File: config.mk
export PLATFORM = sky130hd
export DESIGN_NAME = seccode_xfer
export DESIGN_NICKNAME = d
export VERILOG_FILES = /design/src/rtl/seccode_pkg.sv /design/src/rtl/seccode_seed_store.sv /design/src/rtl/seccode_code_gen.sv /design/src/rtl/seccode_cmd_fsm.sv /design/src/rtl/seccode_xfer.sv
export SDC_FILE = /design/constraint.sdc
export NUM_CORES = 1
export LEC_CHECK = 0
export BUFFER_PORTS_ARGS = -buffer_cell sky130_fd_sc_hd__buf_2
export CAP_MARGIN = 20
export CORE_MARGIN = 2
export CORE_UTILIZATION = 61
export CTS_CLUSTER_SIZE = 16
export DETAILED_ROUTE_END_ITERATION = 8
export PLACE_DENSITY = 0.83
export SLEW_MARGIN = 20
export SYNTH_ARGS = -nofsm -noshare
export SYNTH_HDL_FRONTEND = slang
export SYNTH_SLANG_ARGS = --single-unit
export TNS_END_PERCENT = 50
File: constraint.sdc
create_clock -name clk -period 2.9 [get_ports clk]
set_input_delay 0.725 -clock clk [delete_from_list [all_inputs] [get_ports clk]]
set_output_delay 0.725 -clock clk [all_outputs]
set_load 0.05 [all_outputs]
File: src/rtl/seccode_pkg.sv
package seccode_pkg;

    typedef enum logic [2:0] {
        ST_IDLE,
        ST_CMD,
        ST_COUNT,
        ST_SEED,
        ST_WAIT_RD,
        ST_SEND_CNT,
        ST_SEND_DATA,
        ST_DEAD
    } xfer_state_t;

    localparam logic [7:0] CMD_SEED_WR = 8'hC0;
    localparam logic [7:0] CMD_SEED_RD = 8'hC1;
    localparam logic [7:0] CMD_CODE_RD = 8'hC3;
    localparam logic [7:0] FILL_BYTE   = 8'hFF;

endpackage

File: src/rtl/seccode_seed_store.sv
// Staging shift register plus committed seed register.
module seccode_seed_store #(
    parameter int              NBYTES    = 8,
    parameter int              WORD_W    = 8 * NBYTES,
    parameter logic [WORD_W-1:0] SEED_INIT = '0
) (
    input  logic              clk,
    input  logic              rst_n,
    input  logic              stg_clr,
    input  logic              stg_push,
    input  logic [7:0]        push_byte,
    input  logic              commit,
    output logic [WORD_W-1:0] stg_q,
    output logic              stg_full,
    output logic [WORD_W-1:0] seed_q
);
    localparam int              CNT_W    = $clog2(NBYTES + 1);
    localparam logic [CNT_W-1:0] CNT_FULL = CNT_W'(NBYTES);

    logic [CNT_W-1:0] cnt_q;

    assign stg_full = (cnt_q == CNT_FULL);

    // Staging: first byte ends up in the top octet after NBYTES shifts.
    always_ff @(posedge clk or negedge rst_n) begin
        if (!rst_n) begin
            stg_q <= '0;
            cnt_q <= '0;
        end else if (stg_clr) begin
            cnt_q <= '0;
        end else if (stg_push) begin
            stg_q <= {stg_q[WORD_W-9:0], push_byte};
            cnt_q <= cnt_q + 1'b1;
        end
    end

    always_ff @(posedge clk or negedge rst_n) begin
        if (!rst_n) begin
            seed_q <= SEED_INIT;
        end else if (commit) begin
            seed_q <= stg_q;
        end
    end

endmodule

File: src/rtl/seccode_code_gen.sv
// 63-bit LFSR code generator with a serial multi-step advance.
module seccode_code_gen #(
    parameter int                WORD_W    = 64,
    parameter int                MID_W     = 16,
    parameter logic [MID_W-1:0]  MFG_ID    = '0,
    parameter logic [WORD_W-1:0] SEED_INIT = '0,
    parameter int                ADV_STEPS = 64
) (
    input  logic              clk,
    input  logic              rst_n,
    input  logic              load,
    input  logic [WORD_W-1:0] load_seed,
    input  logic              adv_go,
    output logic [WORD_W-1:0] code_q,
    output logic [WORD_W-2:0] lfsr_q,
    output logic              busy
);
    localparam int               LFSR_W = WORD_W - 1;
    localparam int               REPS   = WORD_W / MID_W;
    localparam int               STEP_W = $clog2(ADV_STEPS + 1);
    localparam logic [STEP_W-1:0] STEP_N = STEP_W'(ADV_STEPS);

    logic [STEP_W-1:0] steps_q;

    function automatic logic [LFSR_W-1:0] mix(input logic [WORD_W-1:0] seed);
        logic [WORD_W-1:0] rep;
        logic [WORD_W-1:0] x;
        logic [LFSR_W-1:0] r;
        rep = '0;
        for (int i = 0; i < REPS; i++) begin
            rep[i*MID_W +: MID_W] = MFG_ID;
        end
        x = seed ^ rep;
        r = x[LFSR_W-1:0];
        if (r == '0) begin
            r = LFSR_W'(1);
        end
        return r;
    endfunction

    function automatic logic [LFSR_W-1:0] step(input logic [LFSR_W-1:0] s);
        return {s[LFSR_W-2:0], s[LFSR_W-1] ^ s[LFSR_W-2]};
    endfunction

    always_ff @(posedge clk or negedge rst_n) begin
        if (!rst_n) begin
            lfsr_q  <= mix(SEED_INIT);
            steps_q <= '0;
        end else if (load) begin
            lfsr_q  <= mix(load_seed);
            steps_q <= '0;
        end else if (adv_go) begin
            steps_q <= STEP_N;
        end else if (steps_q != '0) begin
            lfsr_q  <= step(lfsr_q);
            steps_q <= steps_q - 1'b1;
        end
    end

    assign busy   = (steps_q != '0);
    assign code_q = {1'b1, lfsr_q};

endmodule

File: src/rtl/seccode_cmd_fsm.sv
// Command decoder and byte sequencer for the block transfers.
module seccode_cmd_fsm
    import seccode_pkg::*;
#(
    parameter int NBYTES = 8,
    parameter int WORD_W = 8 * NBYTES
) (
    input  logic              clk,
    input  logic              rst_n,
    input  logic              start_evt,
    input  logic              rstart_evt,
    input  logic              stop_evt,
    input  logic              addr_evt,
    input  logic              addr_rd,
    input  logic              rx_valid,
    input  logic [7:0]        rx_data,
    output logic              rx_ack,
    input  logic              tx_req,
    input  logic              tx_ack_valid,
    input  logic              tx_ack,
    output logic              tx_valid,
    output logic [7:0]        tx_data,
    input  logic [WORD_W-1:0] rd_word,
    output logic              rd_code,
    input  logic              stg_full,
    output logic              stg_clr,
    output logic              stg_push,
    output logic              seed_commit,
    output logic              adv_go
);
    localparam int               IDX_W      = $clog2(NBYTES + 1);
    localparam logic [7:0]       COUNT_BYTE = 8'(NBYTES);
    localparam logic [IDX_W-1:0] IDX_END    = IDX_W'(NBYTES);

    xfer_state_t      state_q, state_nx;
    logic [IDX_W-1:0] idx_q;
    logic             evt_none;
    logic             cmd_known;
    logic             cnt_ok;

    function automatic logic [7:0] pick_byte(input logic [WORD_W-1:0] w,
                                             input logic [IDX_W-1:0] i);
        int base;
        base = WORD_W - 8 - 8 * int'(i);
        return w[base +: 8];
    endfunction

    assign evt_none  = !stop_evt && !start_evt && !rstart_evt && !addr_evt;
    assign cmd_known = (rx_data == CMD_SEED_WR) || (rx_data == CMD_SEED_RD) ||
                       (rx_data == CMD_CODE_RD);
    assign cnt_ok    = (rx_data == COUNT_BYTE);

    // State register
    always_ff @(posedge clk or negedge rst_n) begin
        if (!rst_n) begin
            state_q <= ST_IDLE;
        end else begin
            state_q <= state_nx;
        end
    end

    // Next state
    always_comb begin
        state_nx = state_q;
        if (stop_evt || start_evt) begin
            state_nx = ST_IDLE;
        end else if (rstart_evt) begin
            state_nx = (state_q == ST_WAIT_RD) ? ST_WAIT_RD : ST_IDLE;
        end else if (addr_evt) begin
            if (state_q == ST_IDLE) begin
                state_nx = addr_rd ? ST_DEAD : ST_CMD;
            end else if (state_q == ST_WAIT_RD) begin
                state_nx = addr_rd ? ST_SEND_CNT : ST_DEAD;
            end else begin
                state_nx = ST_DEAD;
            end
        end else begin
            unique case (state_q)
                ST_CMD: begin
                    if (rx_valid) begin
                        if (rx_data == CMD_SEED_WR) begin
                            state_nx = ST_COUNT;
                        end else if (cmd_known) begin
                            state_nx = ST_WAIT_RD;
                        end else begin
                            state_nx = ST_DEAD;
                        end
                    end
                end
                ST_COUNT: begin
                    if (rx_valid) begin
                        state_nx = cnt_ok ? ST_SEED : ST_DEAD;
                    end
                end
                ST_SEND_CNT: begin
                    if (tx_req) begin
                        state_nx = ST_SEND_DATA;
                    end
                end
                ST_SEND_DATA: begin
                    if (tx_ack_valid && (!tx_ack || idx_q == IDX_END)) begin
                        state_nx = ST_DEAD;
                    end
                end
                ST_IDLE, ST_SEED, ST_WAIT_RD, ST_DEAD: begin
                    state_nx = state_q;
                end
                default: state_nx = ST_IDLE;
            endcase
        end
    end

    // Combinational outputs
    always_comb begin
        rx_ack      = 1'b0;
        stg_clr     = 1'b0;
        stg_push    = 1'b0;
        adv_go      = 1'b0;
        seed_commit = stop_evt && (state_q == ST_SEED) && stg_full;
        if (evt_none) begin
            unique case (state_q)
                ST_CMD: begin
                    rx_ack = rx_valid && cmd_known;
                end
                ST_COUNT: begin
                    rx_ack  = rx_valid && cnt_ok;
                    stg_clr = rx_valid && cnt_ok;
                end
                ST_SEED: begin
                    rx_ack   = rx_valid && !stg_full;
                    stg_push = rx_valid && !stg_full;
                end
                ST_SEND_DATA: begin
                    adv_go = tx_ack_valid && (idx_q == IDX_END) && rd_code;
                end
                default: begin
                    rx_ack = 1'b0;
                end
            endcase
        end
    end

    // Registered outputs and sequencing state
    always_ff @(posedge clk or negedge rst_n) begin
        if (!rst_n) begin
            idx_q    <= '0;
            rd_code  <= 1'b0;
            tx_valid <= 1'b0;
            tx_data  <= FILL_BYTE;
        end else begin
            tx_valid <= tx_req;
            if (tx_req) begin
                if (state_q == ST_SEND_CNT) begin
                    tx_data <= COUNT_BYTE;
                end else if (state_q == ST_SEND_DATA && idx_q != IDX_END) begin
                    tx_data <= pick_byte(rd_word, idx_q);
                end else begin
                    tx_data <= FILL_BYTE;
                end
            end
            if (evt_none) begin
                if (state_q == ST_CMD && rx_valid) begin
                    rd_code <= (rx_data == CMD_CODE_RD);
                end
                if (state_q == ST_SEND_CNT && tx_req) begin
                    idx_q <= '0;
                end else if (state_q == ST_SEND_DATA && tx_req && idx_q != IDX_END) begin
                    idx_q <= idx_q + 1'b1;
                end
            end
        end
    end

endmodule

File: src/rtl/seccode_xfer.sv
// Top: seed / security code block-transfer engine.
module seccode_xfer #(
    parameter int                    NBYTES    = 8,
    parameter int                    MID_W     = 16,
    parameter logic [MID_W-1:0]      MFG_ID    = 16'h5A3C,
    parameter logic [8*NBYTES-1:0]   SEED_INIT = 64'h0123_4567_89AB_CDEF,
    parameter int                    ADV_STEPS = 64
) (
    input  logic       clk,
    input  logic       rst_n,
    input  logic       start_evt,
    input  logic       rstart_evt,
    input  logic       stop_evt,
    input  logic       addr_evt,
    input  logic       addr_rd,
    input  logic       rx_valid,
    input  logic [7:0] rx_data,
    output logic       rx_ack,
    input  logic       tx_req,
    output logic       tx_valid,
    output logic [7:0] tx_data,
    input  logic       tx_ack_valid,
    input  logic       tx_ack
);
    localparam int WORD_W = 8 * NBYTES;

    logic [WORD_W-1:0] seed_q;
    logic [WORD_W-1:0] stg_q;
    logic [WORD_W-1:0] code_q;
    logic [WORD_W-2:0] lfsr_q;
    logic [WORD_W-1:0] rd_word;
    logic              stg_full, stg_clr, stg_push, seed_commit;
    logic              adv_go, adv_busy, rd_code;

    assign rd_word = rd_code ? code_q : seed_q;

    seccode_cmd_fsm #(.NBYTES(NBYTES), .WORD_W(WORD_W)) u_fsm (
        .clk(clk), .rst_n(rst_n),
        .start_evt(start_evt), .rstart_evt(rstart_evt), .stop_evt(stop_evt),
        .addr_evt(addr_evt), .addr_rd(addr_rd),
        .rx_valid(rx_valid), .rx_data(rx_data), .rx_ack(rx_ack),
        .tx_req(tx_req), .tx_ack_valid(tx_ack_valid), .tx_ack(tx_ack),
        .tx_valid(tx_valid), .tx_data(tx_data),
        .rd_word(rd_word), .rd_code(rd_code),
        .stg_full(stg_full), .stg_clr(stg_clr), .stg_push(stg_push),
        .seed_commit(seed_commit), .adv_go(adv_go)
    );

    seccode_seed_store #(.NBYTES(NBYTES), .WORD_W(WORD_W), .SEED_INIT(SEED_INIT)) u_store (
        .clk(clk), .rst_n(rst_n),
        .stg_clr(stg_clr), .stg_push(stg_push), .push_byte(rx_data),
        .commit(seed_commit), .stg_q(stg_q), .stg_full(stg_full), .seed_q(seed_q)
    );

    seccode_code_gen #(
        .WORD_W(WORD_W), .MID_W(MID_W), .MFG_ID(MFG_ID),
        .SEED_INIT(SEED_INIT), .ADV_STEPS(ADV_STEPS)
    ) u_gen (
        .clk(clk), .rst_n(rst_n),
        .load(seed_commit), .load_seed(stg_q), .adv_go(adv_go),
        .code_q(code_q), .lfsr_q(lfsr_q), .busy(adv_busy)
    );

endmodule

* Word level (Yosys, flattened, before mapping)
Index checks and enable logic that the tools add are counted.
** Operators by class
- Bitwise operators :: 3
- Magnitude comparators :: 0
- Equal/unequal tests :: 20
- Shift-type cells :: 1
- Mux-type cells :: 38
- Multiply operators :: 0
- Reductions and logical operators :: 39
- Divide/modulo/power cells :: 0
- Add/sub/neg operators :: 4
** Operators by type and width (number)
- two-way mux 63 bit :: 4
- two-way mux 64 bit :: 1
- variable part select 64 x 32 -> 8 bit :: 1
- zero test 63 bit :: 1
- two-way mux 3 bit :: 13
- inverter 32 bit :: 1
- == test 8 bit, second input constant :: 3
- two-way mux 7 bit :: 3
- logical AND 1 bit :: 16
- two-way mux 4 bit :: 4
- two-way mux 8 bit :: 2
- inequality test 5 x 4 -> 1 bit, second input constant :: 3
- == test 3 bit, second input constant :: 4
- one-hot mux 3 bit (4 select lines) :: 1
- adder 4 x 1 -> 4 bit, second input constant :: 2
- == test 4 bit, second input constant :: 2
- == test 8 x 4 -> 1 bit, second input constant :: 1
- AND reduction 2 bit :: 4
- subtractor 6 x 7 -> 8 bit, first input constant :: 1
- two-way mux 1 bit :: 7
- nonzero test 7 bit :: 1
- subtractor 7 x 1 -> 7 bit, second input constant :: 1
- == test 3 x 2 -> 1 bit, second input constant :: 2
- zero test 1 bit :: 6
- other kinds (15) :: 21
** Storage, ports and cells
- Bits in registers :: 219
- Bits in read-only memories :: 0
- Word-level logic and storage cells :: 115
- Memory bits (writable) :: 0
- Output and inout bits :: 10
- Bits of input ports :: 19
- Bits in latches :: 0
- Memories kept :: 0

* Depth between registers and ports, before layout
- Depth in word-level cells :: 10
- Mapped depth :: 10
- Depth with buffers taken out :: 7

* Cells and area by module
From an unflattened synthesis, not the netlist that was laid out.
** Second synthesis, totals
- Cells, all modules :: 866
- Area total of the unflattened synthesis :: 11992.8 um^2
** Modules (own cells, without submodules)
- seccode_seed_store :: area each 5326.4 um^2, times used 1, cells an instance 293, sequential area each 3343.2 um^2
- seccode_code_gen :: area each 4005.1 um^2, times used 1, cells an instance 361, sequential area each 1801.7 um^2
- seccode_cmd_fsm :: area each 1584.0 um^2, times used 1, cells an instance 141, sequential area each 435.4 um^2
- seccode_xfer :: area each 1077.3 um^2, times used 1, cells an instance 71, sequential area each 0.0 um^2

* Least setup slack after synthesis
OpenSTA, ideal clock, no wires.
- Kind :: in2out
- From :: input port rx_data[1]
- To :: output port rx_ack
- Data arrival time :: 3.328 ns
- Required time :: 2.175 ns
- Buffers on the path :: 0
- Slack :: -1.153 ns
- Stages :: 5
- Cell sequence :: or4_1 > or3_1 > nor2_1 > a211oi_1 > nor4_1
** Between the ends
- Cells in the longest elaborated chain, start to end :: 6
- Elaborated cells between the ends (all ways) :: 10
- Classes of those cells :: 4 x eq/ne; 2 x mux; 4 x reduce/logical
** Ends and longest elaborated chain
- start: declaration :: RTL line seccode_xfer.sv:17 : input logic [7:0] rx_data,
- == test 8 bit :: RTL line seccode_cmd_fsm.sv:49 : assign cmd_known = (rx_data == CMD_SEED_WR) || (rx_data == CMD_SEED_RD) ||
- logical OR 1 bit (2 in series) :: RTL line seccode_cmd_fsm.sv:49
- logical AND 1 bit :: RTL line seccode_cmd_fsm.sv:123 : rx_ack = rx_valid && cmd_known;
- one-hot mux 1 bit (3 select lines) (*) :: RTL line seccode_cmd_fsm.sv:121 : unique case (state_q)
- two-way mux 1 bit (*) :: RTL line seccode_cmd_fsm.sv:120 : if (evt_none) begin
- end: declaration :: RTL line seccode_xfer.sv:18 : output logic rx_ack,
Every way passes the cells marked *; elsewhere a longest branch is shown, timed or not.

* Worst setup path in the final report
Ends and elaborated chain as after synthesis.

==> run metrics <==
status=finished, violations left; failing checks=negative setup slack; combinational power share=between 15 and 20%; Die ar.=0.0181 mm²; PortBufs=28; Initial Util=62.6%; vias per cell=approximately 6.3; initial antenna violation count=0; ranking of synthesized cells by area=dfrtp_1, dfstp_2, nand2_1; Cell Pwr Density=between 600 and 700 mW/mm²; fmax=~330 MHz; RSZ-0062 raised after global routing=yes; launch point of the worst path=rx_data[1]; vias in the first global route=about 8000; ANT cells=0; core area=around 0.017 mm²; H-tree depth=1; Pre-antenna DRT Iters=5; Synth Flop Type=dfrtp_1; DRC Markers=0; metal2 WL=approximately 13000 µm; metal3 WL=around 1900 µm; initial drt markers=715; worst slew pin tran=around 0.67 ns; worst hold path type=in2async; max incr delay on CP=0.54 ns; worst skew pair latency=~0.50 ns; Critical-path top delay cell=or4_4; most instantiated cells after synthesis=nand2_1, dfrtp_1, dfstp_2; Reg power frac=between 40% and 50%; GR Overflow Total=0; Yosys cell types=between 60 and 70; CTS tree=yes; clk buf depth=3; Die Wd=between 100 and 150 µm; final core occ=between 70% and 80%; EDFF count, synth=0; share of the synthesized area in the top cell type=33.4%; largest net degree at the start of global routing=90; final setup violating endpoints=1; CTS Buf Count=23; Post-Synthesis Cells=~970; Crit Reg-Reg Startpoint=u_fsm.idx_q[0]$_DFFE_PN0P_; GRT Overall Usage=around 30%; Seq cells post-synth=~220; Slew Viols, Final=0; num ports=29; number of core rows=47; RePlAce Congestion=~0.84; share of total power in the clock network=36.2%; area leader, netlist=dfrtp_1; area grow syn2layout=13.3%; Avg Cell Area, Syn=between 10 and 15 µm²; fin crit share=105%; hpwl dp=between 15000 and 20000 µm; ys async rst share=100%; highest routed layer=met4; WS Path Type=in2out; clock sinks=219; DR WL/cell=around 21 µm; relative slew slack=a little under three fifths; Routed Antenna Nets=0; Max Cap Viol=0; Warnings, synthesis=0; cell count of the worst reg-to-reg path=8; CP arrival=around 2.3 ns; Worst Skew=0.0138 ns; share of cells above drive strength 1=between 20 and 30%; count leader, synth=nand2_1; first-pass GRT wire length=~42000 µm; WL met1=~11000 µm; P_int=~5.9 mW; FILL cells=1111; P_leak=~5.6 nW; reg-to-reg endpoint=u_gen.lfsr_q[14]$_DFFE_PN0P_; Max VDD drop=0.470 mV; vias=7818; worst-path fanout max=2; sequential-to-total area share from yosys stat=53.5%; Sw Share=roughly a quarter; Min Clock Period, post-route=a little over 3 ns; CP endpoint=rx_ack; Fin. Hold Viols=0; Reg2Reg Setup Slack=~0.54 ns; layout net count=between 1000 and 1500; CP Launch Type=input pin; total power=approximately 8 mW; worst-path cell chain=buf_2 > or4_4 > or3_4 > nor2_4 > a211oi_2 > nor4_4 > buf_6; Root Buffer=clkbuf_16; total wire length=~26000 µm; Clock transition at path regs=roughly 0.060 ns; Mapped Area=~0.010 mm²; Worst setup EP type=output pin; worst path required time=2.17 ns; die height=approximately 130 µm; Setup WS post-layout=-0.141 ns; Net Sw Power=between 2 and 2.5 mW; synthesized net count=roughly 1000
worst min path at each step:
stage	start	to	slack, ns
after global placement	u_store.seed_q[56]$_DFFE_PN1P_	u_store.seed_q[56]$_DFFE_PN1P_	0.45
after CTS	rst_n	u_store.seed_q[63]$_DFFE_PN0P_	0.24
after floorplan	rst_n	u_fsm.idx_q[0]$_DFFE_PN0P_	0.43
after detailed placement	u_store.seed_q[56]$_DFFE_PN1P_	u_store.seed_q[56]$_DFFE_PN1P_	0.45
final	rst_n	u_store.seed_q[63]$_DFFE_PN0P_	0.21
after global routing	rst_n	u_store.seed_q[63]$_DFFE_PN0P_	0.27
stage by stage:
| stage | setup WS [ns] | std cells | TNS (ns) | hold slack (ns) | area, µm² |
|---|---|---|---|---|---|
| final | -0.141 | 1238 | -0.141 | 0.207 | 11800 |
| after global placement | -0.296 | 1196 | -0.296 | 0.445 | 11100 |
| after global routing | -0.184 | 1238 | -0.184 | 0.271 | 11800 |
| after CTS | -0.142 | 1238 | -0.142 | 0.242 | 11800 |
| after detailed placement | -0.298 | 1196 | -0.298 | 0.447 | 11100 |
| after floorplan | -0.254 | 968 | -0.254 | 0.429 | 10500 |
power by group through the flow:
stage	clock, mW	sequential [mW]	combinational, mW
2_1_floorplan	0	3.84	0.836
3_3_place_gp	0	3.90	1.14
3_5_place_dp	0	3.93	1.19
4_1_cts	2.93	3.88	1.22
5_1_grt	3.05	3.94	1.34
6_report	2.90	3.89	1.22
registers in the layout, indices dropped and copies added, names as in the netlist:
register	flops
u_store.cnt_q	4
u_fsm.idx_q	4
u_store.seed_q	64
u_fsm.tx_data	8
u_gen.lfsr_q	63
u_fsm.rd_code	1
u_gen.steps_q	7
u_store.stg_q	64
u_fsm.state_q	3
u_fsm.tx_valid	1
layout make-up:
cell class	instances	area, µm²	area share [%]
clock buffers	38	702	5.94
clock inverters	3	40.0	0.339
inverters	19	71.3	0.604
multi-input cells	673	4590	38.8
flip-flops and latches	219	5580	47.3
well taps	220	275	2.33
repair buffers	66	554	4.69
worst max-delay path: cells and delay by family:
| family | cells | cell delay [ns] |
|---|---|---|
| compound gates | 1 | 0.06 |
| buf+inv | 2 | 0.31 |
| simple gates | 4 | 1.20 |
per-layer routing:
metal  up-vias  track usage, %
met5         -               0
met4         0            11.2
met3        71            4.95
met2       349            47.8
met1      3918            40.9
li1       3480               -
timing repair:
action | in CTS | in global routing
gates resized for setup | 3 | 1
pin swaps | 2 | 1
setup buffers | 1 | 0
hold endpoints to repair | 0 | 0
hold buffers | 0 | 0
setup endpoints to repair | 1 | 1
cells by family after synthesis:
kind of cell,Yosys count,synth area share (%)
compound gates,147,9.93
xor+xnor,6,0.504
fa+ha+maj,10,1.20
buf+inv,76,3.11
flops,219,53.5
mux,112,15.1
simple gates,398,16.6
placed cells by master, fill, tap and decap left out, types with 9 or more instances in the layout:
| cell type | n |
|---|---|
| nand2_1 | 273 |
| mux4_2 | 30 |
| inv_1 | 16 |
| a21oi_1 | 9 |
| buf_12 | 9 |
| buf_4 | 29 |
| dfrtp_1 | 138 |
| nor2_1 | 52 |
| a31oi_1 | 33 |
| o211ai_1 | 32 |
| mux2i_1 | 17 |
| buf_2 | 26 |
| mux2_2 | 65 |
| ha_1 | 10 |
| dfstp_2 | 80 |
| o21ai_0 | 18 |
| o21a_1 | 32 |
| clkbuf_16 | 23 |
Note: power is estimated with default switching activity, not from simulation.
